**src/rtl/serial_rx_pkg.sv**
```systemverilog
package serial_rx_pkg;

    typedef enum logic [1:0] {
        PAR_NONE = 2'b00,
        PAR_EVEN = 2'b01,
        PAR_ODD  = 2'b10,
        PAR_ONE  = 2'b11
    } par_mode_e;

    typedef enum logic [2:0] {
        ST_HUNT,
        ST_START,
        ST_DATA,
        ST_PAR,
        ST_STOP,
        ST_BRK_IDLE,
        ST_FERR_CHK
    } rx_state_e;

    typedef struct packed {
        logic perr;
        logic ferr;
        logic brk;
    } rx_flags_t;

    // Expected parity bit given the XOR of the received data bits.
    function automatic logic par_expect(par_mode_e mode, logic data_xor);
        case (mode)
            PAR_EVEN: return data_xor;
            PAR_ODD:  return ~data_xor;
            PAR_ONE:  return 1'b1;
            default:  return 1'b0;
        endcase
    endfunction

endpackage

```
**src/rtl/rx_line_sync.sv**
```systemverilog
module rx_line_sync #(
    parameter int STAGES = 2
) (
    input  logic clk,
    input  logic rst,
    input  logic din,
    output logic dout
);
    logic [STAGES-1:0] chain;

    always_ff @(posedge clk) begin
        if (rst) chain <= '1;
        else     chain <= {chain[STAGES-2:0], din};
    end

    assign dout = chain[STAGES-1];
endmodule

```
**src/rtl/rx_frame_core.sv**
```systemverilog
module rx_frame_core
    import serial_rx_pkg::*;
#(
    parameter int OVS = 16,
    parameter int DW  = 8
) (
    input  logic            clk,
    input  logic            rst,
    input  logic            rx_en,
    input  logic            tick,
    input  logic            rxd_s,
    input  logic [1:0]      cfg_len,
    input  par_mode_e       cfg_par,
    output logic            out_stb,
    output logic [DW-1:0]   out_data,
    output rx_flags_t       out_flags
);
    localparam int CW = $clog2(OVS);
    localparam int BW = $clog2(DW);
    localparam logic [CW-1:0] CNT_LAST = CW'(OVS - 1);
    localparam logic [CW-1:0] CNT_HALF = CW'(OVS / 2 - 1);

    rx_state_e     state;
    logic [CW-1:0] cnt;
    logic [BW-1:0] bidx;
    logic [DW-1:0] sr;
    logic          pbit;
    logic          prev;

    logic [BW-1:0] last_idx;
    logic          at_center;
    logic          exp_p;
    logic          all_low;
    logic          perr_now;

    assign last_idx  = BW'(DW - 4 + int'(cfg_len));
    assign at_center = (cnt == CNT_LAST);
    assign exp_p     = par_expect(cfg_par, ^sr);
    assign all_low   = (sr == '0) && !rxd_s && ((cfg_par == PAR_NONE) || !pbit);
    assign perr_now  = (cfg_par != PAR_NONE) && (pbit != exp_p);

    always_ff @(posedge clk) begin
        if (rst) begin
            state     <= ST_HUNT;
            cnt       <= '0;
            bidx      <= '0;
            sr        <= '0;
            pbit      <= 1'b0;
            prev      <= 1'b0;
            out_stb   <= 1'b0;
            out_data  <= '0;
            out_flags <= '0;
        end else begin
            out_stb <= 1'b0;
            if (!rx_en) begin
                state <= ST_HUNT;
                prev  <= 1'b0;
                cnt   <= '0;
            end else if (tick) begin
                case (state)
                    ST_HUNT: begin
                        prev <= rxd_s;
                        if (prev && !rxd_s) begin
                            state <= ST_START;
                            cnt   <= CW'(1);
                        end
                    end
                    ST_START: begin
                        if (rxd_s) begin
                            state <= ST_HUNT;
                            prev  <= 1'b1;
                        end else if (cnt == CNT_HALF) begin
                            state <= ST_DATA;
                            cnt   <= '0;
                            bidx  <= '0;
                            sr    <= '0;
                            pbit  <= 1'b0;
                        end else begin
                            cnt <= cnt + 1'b1;
                        end
                    end
                    ST_DATA: begin
                        if (at_center) begin
                            cnt      <= '0;
                            sr[bidx] <= rxd_s;
                            if (bidx == last_idx)
                                state <= (cfg_par == PAR_NONE) ? ST_STOP : ST_PAR;
                            else
                                bidx <= bidx + 1'b1;
                        end else begin
                            cnt <= cnt + 1'b1;
                        end
                    end
                    ST_PAR: begin
                        if (at_center) begin
                            cnt   <= '0;
                            pbit  <= rxd_s;
                            state <= ST_STOP;
                        end else begin
                            cnt <= cnt + 1'b1;
                        end
                    end
                    ST_STOP: begin
                        if (at_center) begin
                            cnt     <= '0;
                            out_stb <= 1'b1;
                            if (all_low) begin
                                out_data  <= '0;
                                out_flags <= '{perr: 1'b0, ferr: 1'b0, brk: 1'b1};
                                state     <= ST_BRK_IDLE;
                            end else begin
                                out_data  <= sr;
                                out_flags <= '{perr: perr_now, ferr: !rxd_s, brk: 1'b0};
                                if (rxd_s) begin
                                    state <= ST_HUNT;
                                    prev  <= 1'b1;
                                end else begin
                                    state <= ST_FERR_CHK;
                                end
                            end
                        end else begin
                            cnt <= cnt + 1'b1;
                        end
                    end
                    ST_BRK_IDLE: begin
                        if (!rxd_s) begin
                            cnt <= '0;
                        end else if (cnt == CNT_HALF) begin
                            state <= ST_HUNT;
                            prev  <= 1'b1;
                            cnt   <= '0;
                        end else begin
                            cnt <= cnt + 1'b1;
                        end
                    end
                    ST_FERR_CHK: begin
                        if (cnt == CNT_HALF) begin
                            if (!rxd_s) begin
                                state <= ST_START;
                                cnt   <= CW'(1);
                            end else begin
                                state <= ST_HUNT;
                                prev  <= 1'b1;
                                cnt   <= '0;
                            end
                        end else begin
                            cnt <= cnt + 1'b1;
                        end
                    end
                    default: state <= ST_HUNT;
                endcase
            end
        end
    end
endmodule

```
**src/rtl/serial_rx.sv**
```systemverilog
module serial_rx
    import serial_rx_pkg::*;
#(
    parameter int OVS       = 16,
    parameter int DW        = 8,
    parameter int SYNC_DEPTH = 2
) (
    input  logic          clk,
    input  logic          rst,
    input  logic          rx_en,
    input  logic          tick,
    input  logic          rxd,
    input  logic [1:0]    cfg_len,
    input  logic [1:0]    cfg_par,
    output logic          chr_stb,
    output logic [DW-1:0] chr_data,
    output logic          chr_perr,
    output logic          chr_ferr,
    output logic          chr_brk
);
    logic      rxd_s;
    rx_flags_t flags;

    rx_line_sync #(.STAGES(SYNC_DEPTH)) u_sync (
        .clk  (clk),
        .rst  (rst),
        .din  (rxd),
        .dout (rxd_s)
    );

    rx_frame_core #(.OVS(OVS), .DW(DW)) u_core (
        .clk       (clk),
        .rst       (rst),
        .rx_en     (rx_en),
        .tick      (tick),
        .rxd_s     (rxd_s),
        .cfg_len   (cfg_len),
        .cfg_par   (par_mode_e'(cfg_par)),
        .out_stb   (chr_stb),
        .out_data  (chr_data),
        .out_flags (flags)
    );

    assign chr_perr = flags.perr;
    assign chr_ferr = flags.ferr;
    assign chr_brk  = flags.brk;
endmodule

```
**config.mk**
```make
export PLATFORM = sky130hd
export DESIGN_NAME = serial_rx
export DESIGN_NICKNAME = d
export VERILOG_FILES = /design/src/rtl/serial_rx_pkg.sv /design/src/rtl/rx_line_sync.sv /design/src/rtl/rx_frame_core.sv /design/src/rtl/serial_rx.sv
export SDC_FILE = /design/constraint.sdc
export NUM_CORES = 1
export LEC_CHECK = 0
export ABC_AREA = 1
export BUFFER_PORTS_ARGS = -buffer_cell sky130_fd_sc_hd__buf_2
export CAP_MARGIN = 40
export CORE_ASPECT_RATIO = 1.5
export CORE_UTILIZATION = 52
export CTS_CLUSTER_DIAMETER = 200
export DETAILED_ROUTE_END_ITERATION = 10
export PLACE_DENSITY = 0.72
export REMOVE_ABC_BUFFERS = 1
export SETUP_SLACK_MARGIN = 0.02
export SYNTH_ARGS = -nofsm -noshare
export SYNTH_HDL_FRONTEND = slang
export SYNTH_SLANG_ARGS = --single-unit
```
**constraint.sdc**
```tcl
create_clock -name clk -period 4.3 [get_ports clk]
set_clock_uncertainty 0.2 [all_clocks]
set_input_delay 0.215 -clock clk [delete_from_list [all_inputs] [get_ports clk]]
set_output_delay 0.215 -clock clk [all_outputs]
set_load 0.005 [all_outputs]
```
==> results of run 1 <==
[registers in the layout (all words and copies together) (netlist names), 2 cells and up]
name,cells
u_core.bidx,3
u_core.cnt,4
u_core.out_data,8
u_core.out_flags,3
u_core.sr,8
u_core.state,3
u_sync.chain,2
[worst max-delay path, delay by kind of cell, from the launching register on]
family | cells | cell delay, ns
buf+inv | 1 | 0.19
flops | 1 | 0.52
simple gates | 9 | 0.96
[where the power goes]
group | internal [mW] | switching (mW)
Combinational | 0.00832 | 0.0159
Clock | 0.171 | 0.121
Sequential | 0.316 | 0.00123
[synth_stat cells, types with 2 or more instances]
master,n
clkbuf_1,2
or2_2,2
a21oi_1,31
buf_6,2
inv_1,39
inv_2,4
nor2_1,49
ha_1,6
buf_2,4
nor2_4,2
nor3_1,5
dfxtp_1,34
nand2_1,92
nand3_1,23
o21ai_0,17
nor2_2,6
nand4_1,2
[logic make-up after synthesis]
kind of cell,Yosys count,share of synthesized area [%]
AO/OA/AOI/OAI,52,12.8
XOR/XNOR,1,0.416
adder cells (fa/ha/maj),6,3.56
buffers and inverters,52,10.3
flip-flops,34,32.3
AND/OR/NAND/NOR,190,40.6
[worst max-delay path by stage]
stage                                       startpoint                   endpoint  slack, ns  cells past startpoint
after floorplan             u_core.cnt[0]$_SDFFE_PP0P_  u_core.sr[0]$_SDFFE_PP0P_       2.64                     10
after global placement    u_core.state[0]$_SDFFE_PP0P_   u_core.prev$_SDFFE_PP0P_       2.38                      9
after detailed placement  u_core.state[0]$_SDFFE_PP0P_   u_core.prev$_SDFFE_PP0P_       2.40                      9
after CTS                 u_core.state[0]$_SDFFE_PP0P_   u_core.prev$_SDFFE_PP0P_       2.38                     10
after global routing      u_core.state[0]$_SDFFE_PP0P_   u_core.prev$_SDFFE_PP0P_       2.20                     10
final                     u_core.state[0]$_SDFFE_PP0P_   u_core.prev$_SDFFE_PP0P_       2.37                     10
[metal layers]
layer	up-vias	share of wire [%]
li1	1103	-
met1	926	42
met2	44	52
met5	-	0
met4	0	2.2
met3	13	3.0
[cell type report]
class                           count  area, um^2  area share [%]
Inverter                           44         168            7.18
Clock inverter                      3        40.0            1.72
Clock buffer                        5        68.8            2.95
Timing Repair Buffer               21         110            4.72
Sequential cell                    34         681            29.2
Tap cell                           45        56.3            2.41
Multi-Input combinational cell    249        1210            51.8
[timing repair]
| action | 4_1_cts | 5_1_grt |
|---|---|---|
| hold buffers | 1 | 0 |
| hold endpoints to repair | 1 | 0 |
| setup endpoints to repair | 0 | 0 |
[metrics by stage]
| stage | instance area [um^2] | worst slack, ns | hold WS (ns) | utilization [%] |
|---|---|---|---|---|
| after global routing | 2330 | 2.20 | 0.0960 | 59.5 |
| after global placement | 2210 | 2.38 | 0.192 | 56.4 |
| final | 2330 | 2.37 | 0.0790 | 59.5 |
| after floorplan | 2060 | 2.64 | 0.0841 | - |
| after CTS | 2330 | 2.38 | 0.0699 | 59.5 |
| after detailed placement | 2210 | 2.40 | 0.194 | 56.4 |
==> results.ini, run 1 <==
[run_status]
status = completed

[worst_setup_path]
r2r_start = u_core.state[0]$_SDFFE_PP0P_
reg2reg_depth = 10
cp-end-kind = register
crit_path_cell_trace = inv_1 -> nand2_1 -> nor2_1 -> nand2_1 -> nand3_1 -> nor2_2 -> nand3_1 -> nand2_1 -> nand2_1 -> nor2_1
critical_path_required_ns = 4.33
r2r-end = u_core.prev$_SDFFE_PP0P_
worstPathMaxFanout = 11
cp.arrival_ns = 1.96
cpPeakStageDelay_ns = 0.52
critical_path_class = reg -> reg
cp_slowest_cell = dfxtp_1
r2r_slack_ns = 2.37
cpMostUsedCell = nand2_1
setup.worst_path.start_class = register

[die]
die_area_um2 = 4320
initial_utilization_pct = 53.7
coreArea_um2 = 3920
die_x_um = 54.0
ios = 21
fp.dieH_um = 80.0
rows = 28

[route]
vias_per_cell = 5.20
final_antenna_net_count = 0
vias = 2086
firstDrtPassIters = 4
drc = 0
routedWlPerCell_um = 12.0
finalWirelength_mm = 4.81
drt_iter0_markers = 48

[logic_synthesis]
synth-async-reset-ratio_pct = 0
yosys-top-cells-area = dfxtp_1, nand2_1, nor2_1
yosysTopAreaCellShare_pct = 32.3
syn_area_um2 = 2110
synth_flop_cell = dfxtp_1
synth_edf_count = 0
synth.avg_cell_area_um2 = 6.29
ys_ff_latch = 34
synth_top_area_cell = dfxtp_1
synth_warnings = 0
synthCells = 335
synth.distinct_cells = 32
yosysSeqAreaShare_pct = 32.3

[timing]
rsz0062_at_grt = no
finalSetupTns_ns = 0
fin_crit_sh_pct = 44.9
final-setup-viol-count = 0
min_period_ns = 1.93
slew-limit-headroom_pct = 68.1
hold_viol = 0
tightestPinTransition_ns = 0.478
finalMaxSlewViolations = 0
clock.fmax_ghz = 0.518

[global_routing]
grt-busiest-layer = met2
overflow = 0
grt_max_degree = 25
grt_pass1_wl_mm = 7.64
grt_usage_pct = 24.1
grt.met2_usage_pct = 42.1
grt_pass1_vias = 1798
met1_usage_pct = 26.9
antenna_found_initial = 0
grt_util_met3_pct = 5.14

[hold_path]
min-delay-path-class = in -> reg
min-delay-start = rx_en
hold_depth = 3
hold_end = u_core.state[0]$_SDFFE_PP0P_

[layout]
antenna_cells = 0
layout_common_cells = nand2_1, nor2_1, inv_1
layout_commonest_cell = nand2_1
final_cell_count_no_fill = 401
fillers = 407
fin_nets = 370
area_growth_pct = 10.7
drive_gt1_share_pct = 14.3

[cts]
postCtsSetupRepairBufs = 0
clock-sinks = 34
clock_latency_ns = 0.29
root_buffer = clkbuf_8
cts.clk_slew.worst_paths_ns = 0.08
cts_buffers = 5
post_cts_resized = 0
htree_levels = 2
cts_tree = built
cts.path.max_buffers = 2

[placed_design]
dp_hpwl_mm = 3.69
io_buffers = 20
dp.cells = 392
routabilityCongestion = 0.949

[power]
pwr_density_cell_nw_per_um2 = 271
power.total_mw = 0.633
ir_drop_mv = 0.273
power.leakage_nw = 0.986

[run]
cap_violations = 0

(Power assumes the default switching activity.)
==> run 2: changes to the inputs <==
--- a/config.mk
+++ b/config.mk
@@ -12,7 +12,7 @@
 export CORE_UTILIZATION = 52
 export CTS_CLUSTER_DIAMETER = 200
 export DETAILED_ROUTE_END_ITERATION = 10
-export PLACE_DENSITY = 0.72
+export PLACE_DENSITY = 0.74
 export REMOVE_ABC_BUFFERS = 1
 export SETUP_SLACK_MARGIN = 0.02
 export SYNTH_ARGS = -nofsm -noshare
==> constraint.sdc (replaced) <==
create_clock -name clk -period 1.6 [get_ports clk]
set_clock_uncertainty 0.2 [all_clocks]
set_input_delay 0.08 -clock clk [delete_from_list [all_inputs] [get_ports clk]]
set_output_delay 0.08 -clock clk [all_outputs]
set_load 0.005 [all_outputs]
==> run 2 against run 1 <==
  * The flow now finishes with violations (negative setup slack)
  * Highest routed layer unchanged
  * Via count rose by 21%
  * Critical endpoint is now u_core.sr[5]$_SDFFE_PP0P_
  * Global-route usage rose by 5.5 points
  * Largest power group unchanged
  * Critical path depth fell by 3
  * Final cell count rose by 13%
  * Non-clock buffer count rose by 51
  * Largest cell class unchanged
  * Power rose by 140%
  * Combinational power rose to 3.9 times the previous value
==> results.ini, run 2 (synthesis gave the netlist of run 1 again) <==
[layout]
antenna_cells = 0  ; unchanged
top_regs = u_core.out_data (8), u_core.sr (8), u_core.cnt (4)
multi_input_area_um2 = 1520  ; +26%
layout_commonest_cell = nand2_1
seq_area_um2 = 699  ; +2.8%
area_growth_pct = 44.6
layout_common_cells = nand2_1, buf_4, nor2_1
final_area_um2 = 3050  ; +31%
fin_nets = 423  ; +14%
fin_util_pct = 77.7  ; +18 points
drive_gt1_share_pct = 41.9  ; +28 points
fillers = 269  ; -34%

[run_status]
violations = negative setup slack
status = finished, violations left

[route]
routedWlPerCell_um = 14.9  ; +25%
vias_per_cell = 5.58  ; +7.3%
vias = 2529  ; +21%
drc = 0  ; unchanged
firstDrtPassIters = 5  ; +1
drt_iter0_markers = 101  ; +110%
final_antenna_net_count = 0  ; unchanged
finalWirelength_mm = 6.76  ; +41%

[worst_setup_path]
cp-end-kind = register
critical_path_class = reg -> reg
cpPeakStageDelay_ns = 0.36  ; -0.16 ns
setup.worst_path.start_class = register
critPathBufInv = 1  ; unchanged
cpMostUsedCell = nand3_4
crit_path_cell_trace = ha_4 -> nand3_4 -> o21ai_4 -> buf_4 -> nand3_4 -> o21ai_0 -> a21oi_1
critical_path_required_ns = 1.56  ; -2.77 ns
worstPathMaxFanout = 7  ; -4
cp_slowest_cell = dfxtp_2
critical-path-top-delay-family = compound AO/OA/AOI/OAI gates
cp.arrival_ns = 1.72  ; -0.24 ns

[power]
p_sw_share_pct = 24.0  ; +2.2 points
intPower_mw = 1.18  ; +140%
ir_drop_mv = 0.751  ; +180%
power.share.clock_pct = 39.0  ; -7.0 points
pwr_density_cell_nw_per_um2 = 508  ; +87%
power.leakage_nw = 1.31  ; +33%
switchingPower_mw = 0.372  ; +170%
power.total_mw = 1.55  ; +140%
seqPwrFrac_pct = 54.9  ; +4.8 points
p_comb_share_pct = 6.1  ; +2.3 points

[global_routing]
grt_usage_pct = 29.6  ; +5.5 points
antenna_found_initial = 0  ; unchanged
grt_pass1_wl_mm = 9.28  ; +21%
grt_pass1_vias = 2242  ; +25%
overflow = 0  ; unchanged
grt_max_degree = 24  ; -4.0%

[die]
die_area_um2 = 4320  ; unchanged
coreArea_um2 = 3920  ; unchanged
ios = 21  ; unchanged
initial_utilization_pct = 53.7  ; unchanged
fp.dieH_um = 80.0  ; unchanged
rows = 28  ; unchanged
die_x_um = 54.0  ; unchanged

[placed_design]
place_worst_setup_slack_ns = -0.174  ; -2.58 ns
place_area_um2 = 2510  ; +14%
dp_hpwl_mm = 4.19  ; +14%
routabilityCongestion = 0.896  ; -5.6%
io_buffers = 20  ; unchanged

[cts]
clock_latency_ns = 0.28  ; about the same
cts_buffers = 5  ; unchanged
cts_tree = built
htree_levels = 2  ; unchanged
cts.path.max_buffers = 2  ; unchanged
cts.clk_slew.worst_paths_ns = 0.07  ; about the same
clock-sinks = 34  ; unchanged
root_buffer = clkbuf_8

[timing]
tightestPinTransition_ns = 0.461  ; -0.0169 ns
slew-limit-headroom_pct = 68.9  ; +0.84 points
final-setup-viol-count = 29  ; +29
min_period_ns = 1.77  ; -0.166 ns
rsz0062_at_grt = yes
fin_crit_sh_pct = 110  ; +65 points
fin_ws_ns = -0.166  ; -2.53 ns
clock.fmax_ghz = 0.566  ; +9.4%
hold_viol = 0  ; unchanged
finalMaxSlewViolations = 0  ; unchanged

[run]
cap_violations = 0  ; unchanged

[hold_path]
min-delay-path-class = in -> reg

==> run 2: cell types whose count changed in the layout (fill, tap and decap cells not counted), sizes merged <==
cell,delta
bufinv,-1
buf,+49
dlygate4sd3,+2
clkinvlp,+1
nand3,+1
==> run 2: worst min-delay path, cell delays in order <==
cell and delay (ns):
buf_2 0.13, nand2_1 0.06, nand3_1 0.06, nand3_1 0.09, a21oi_1 0.06
==> run 2: worst paths after layout <==
| check | to | from | cells after the start | slack, ns |
|---|---|---|---|---|
| worst max-delay path | u_core.sr[5]$_SDFFE_PP0P_ | u_core.cnt[0]$_SDFFE_PP0P_ | 7 | -0.17 |
| worst min-delay path | u_core.out_flags[2]$_SDFFE_PP0P_ | cfg_par[0] | 5 | 0.03 |
| worst max register to register | u_core.sr[5]$_SDFFE_PP0P_ | u_core.cnt[0]$_SDFFE_PP0P_ | 7 | -0.17 |
| worst min register to register | u_sync.chain[1]$_SDFF_PP1_ | u_sync.chain[0]$_SDFF_PP1_ | 1 | 0.21 |
==> run 2: routing by layer <==
layer | wire length (um) | global-route usage, % | up-vias | part of all wire, %
li1 | - | - | 1210 | -
met1 | 2490 | 30.1 | 1198 | 37
met2 | 3730 | 55.3 | 91 | 55
met3 | 259 | 5.14 | 30 | 3.8
met4 | 285 | 12.8 | 0 | 4.2
met5 | 0 | 0 | - | 0
==> run 2: cell type report <==
cell class	count	share of cell area, %
Multi-Input combinational cell	250	49.9
Sequential cell	34	22.9
Timing Repair Buffer	72	16.8
Inverter	44	5.67
Clock buffer	5	2.26
Tap cell	45	1.85
Clock inverter	2	0.328
Timing Repair inverter	1	0.246
==> run 2: metrics by stage <==
stage	std cells	setup TNS, ns	hold WS (ns)
after floorplan	327	-0.705	-0.0509
after global placement	432	-2.58	0.0645
after detailed placement	432	-3.86	0.0701
after CTS	449	-2.34	0.00559
after global routing	453	-5.00	0.0509
final	453	-2.53	0.0342
==> run 2: power by group through the flow <==
stage / logic (mW) / clock network (mW) / registers [mW]
after CTS: 0.0823 / 0.610 / 0.852
after detailed placement: 0.0710 / 0 / 0.871
after global routing: 0.103 / 0.644 / 0.850
after floorplan: 0.0331 / 0 / 0.871
after global placement: 0.0702 / 0 / 0.871
final: 0.0948 / 0.604 / 0.850
==> run 2: timing repair <==
action | 4_1_cts | 5_1_grt
hold endpoints to repair | 7 | 0
setup endpoints to repair | 32 | 32
cloned | 1 | 1
hold buffers | 3 | 0
gates resized for setup | 29 | 75
pin swaps | 14 | 35
buffers inserted | 6 | 3
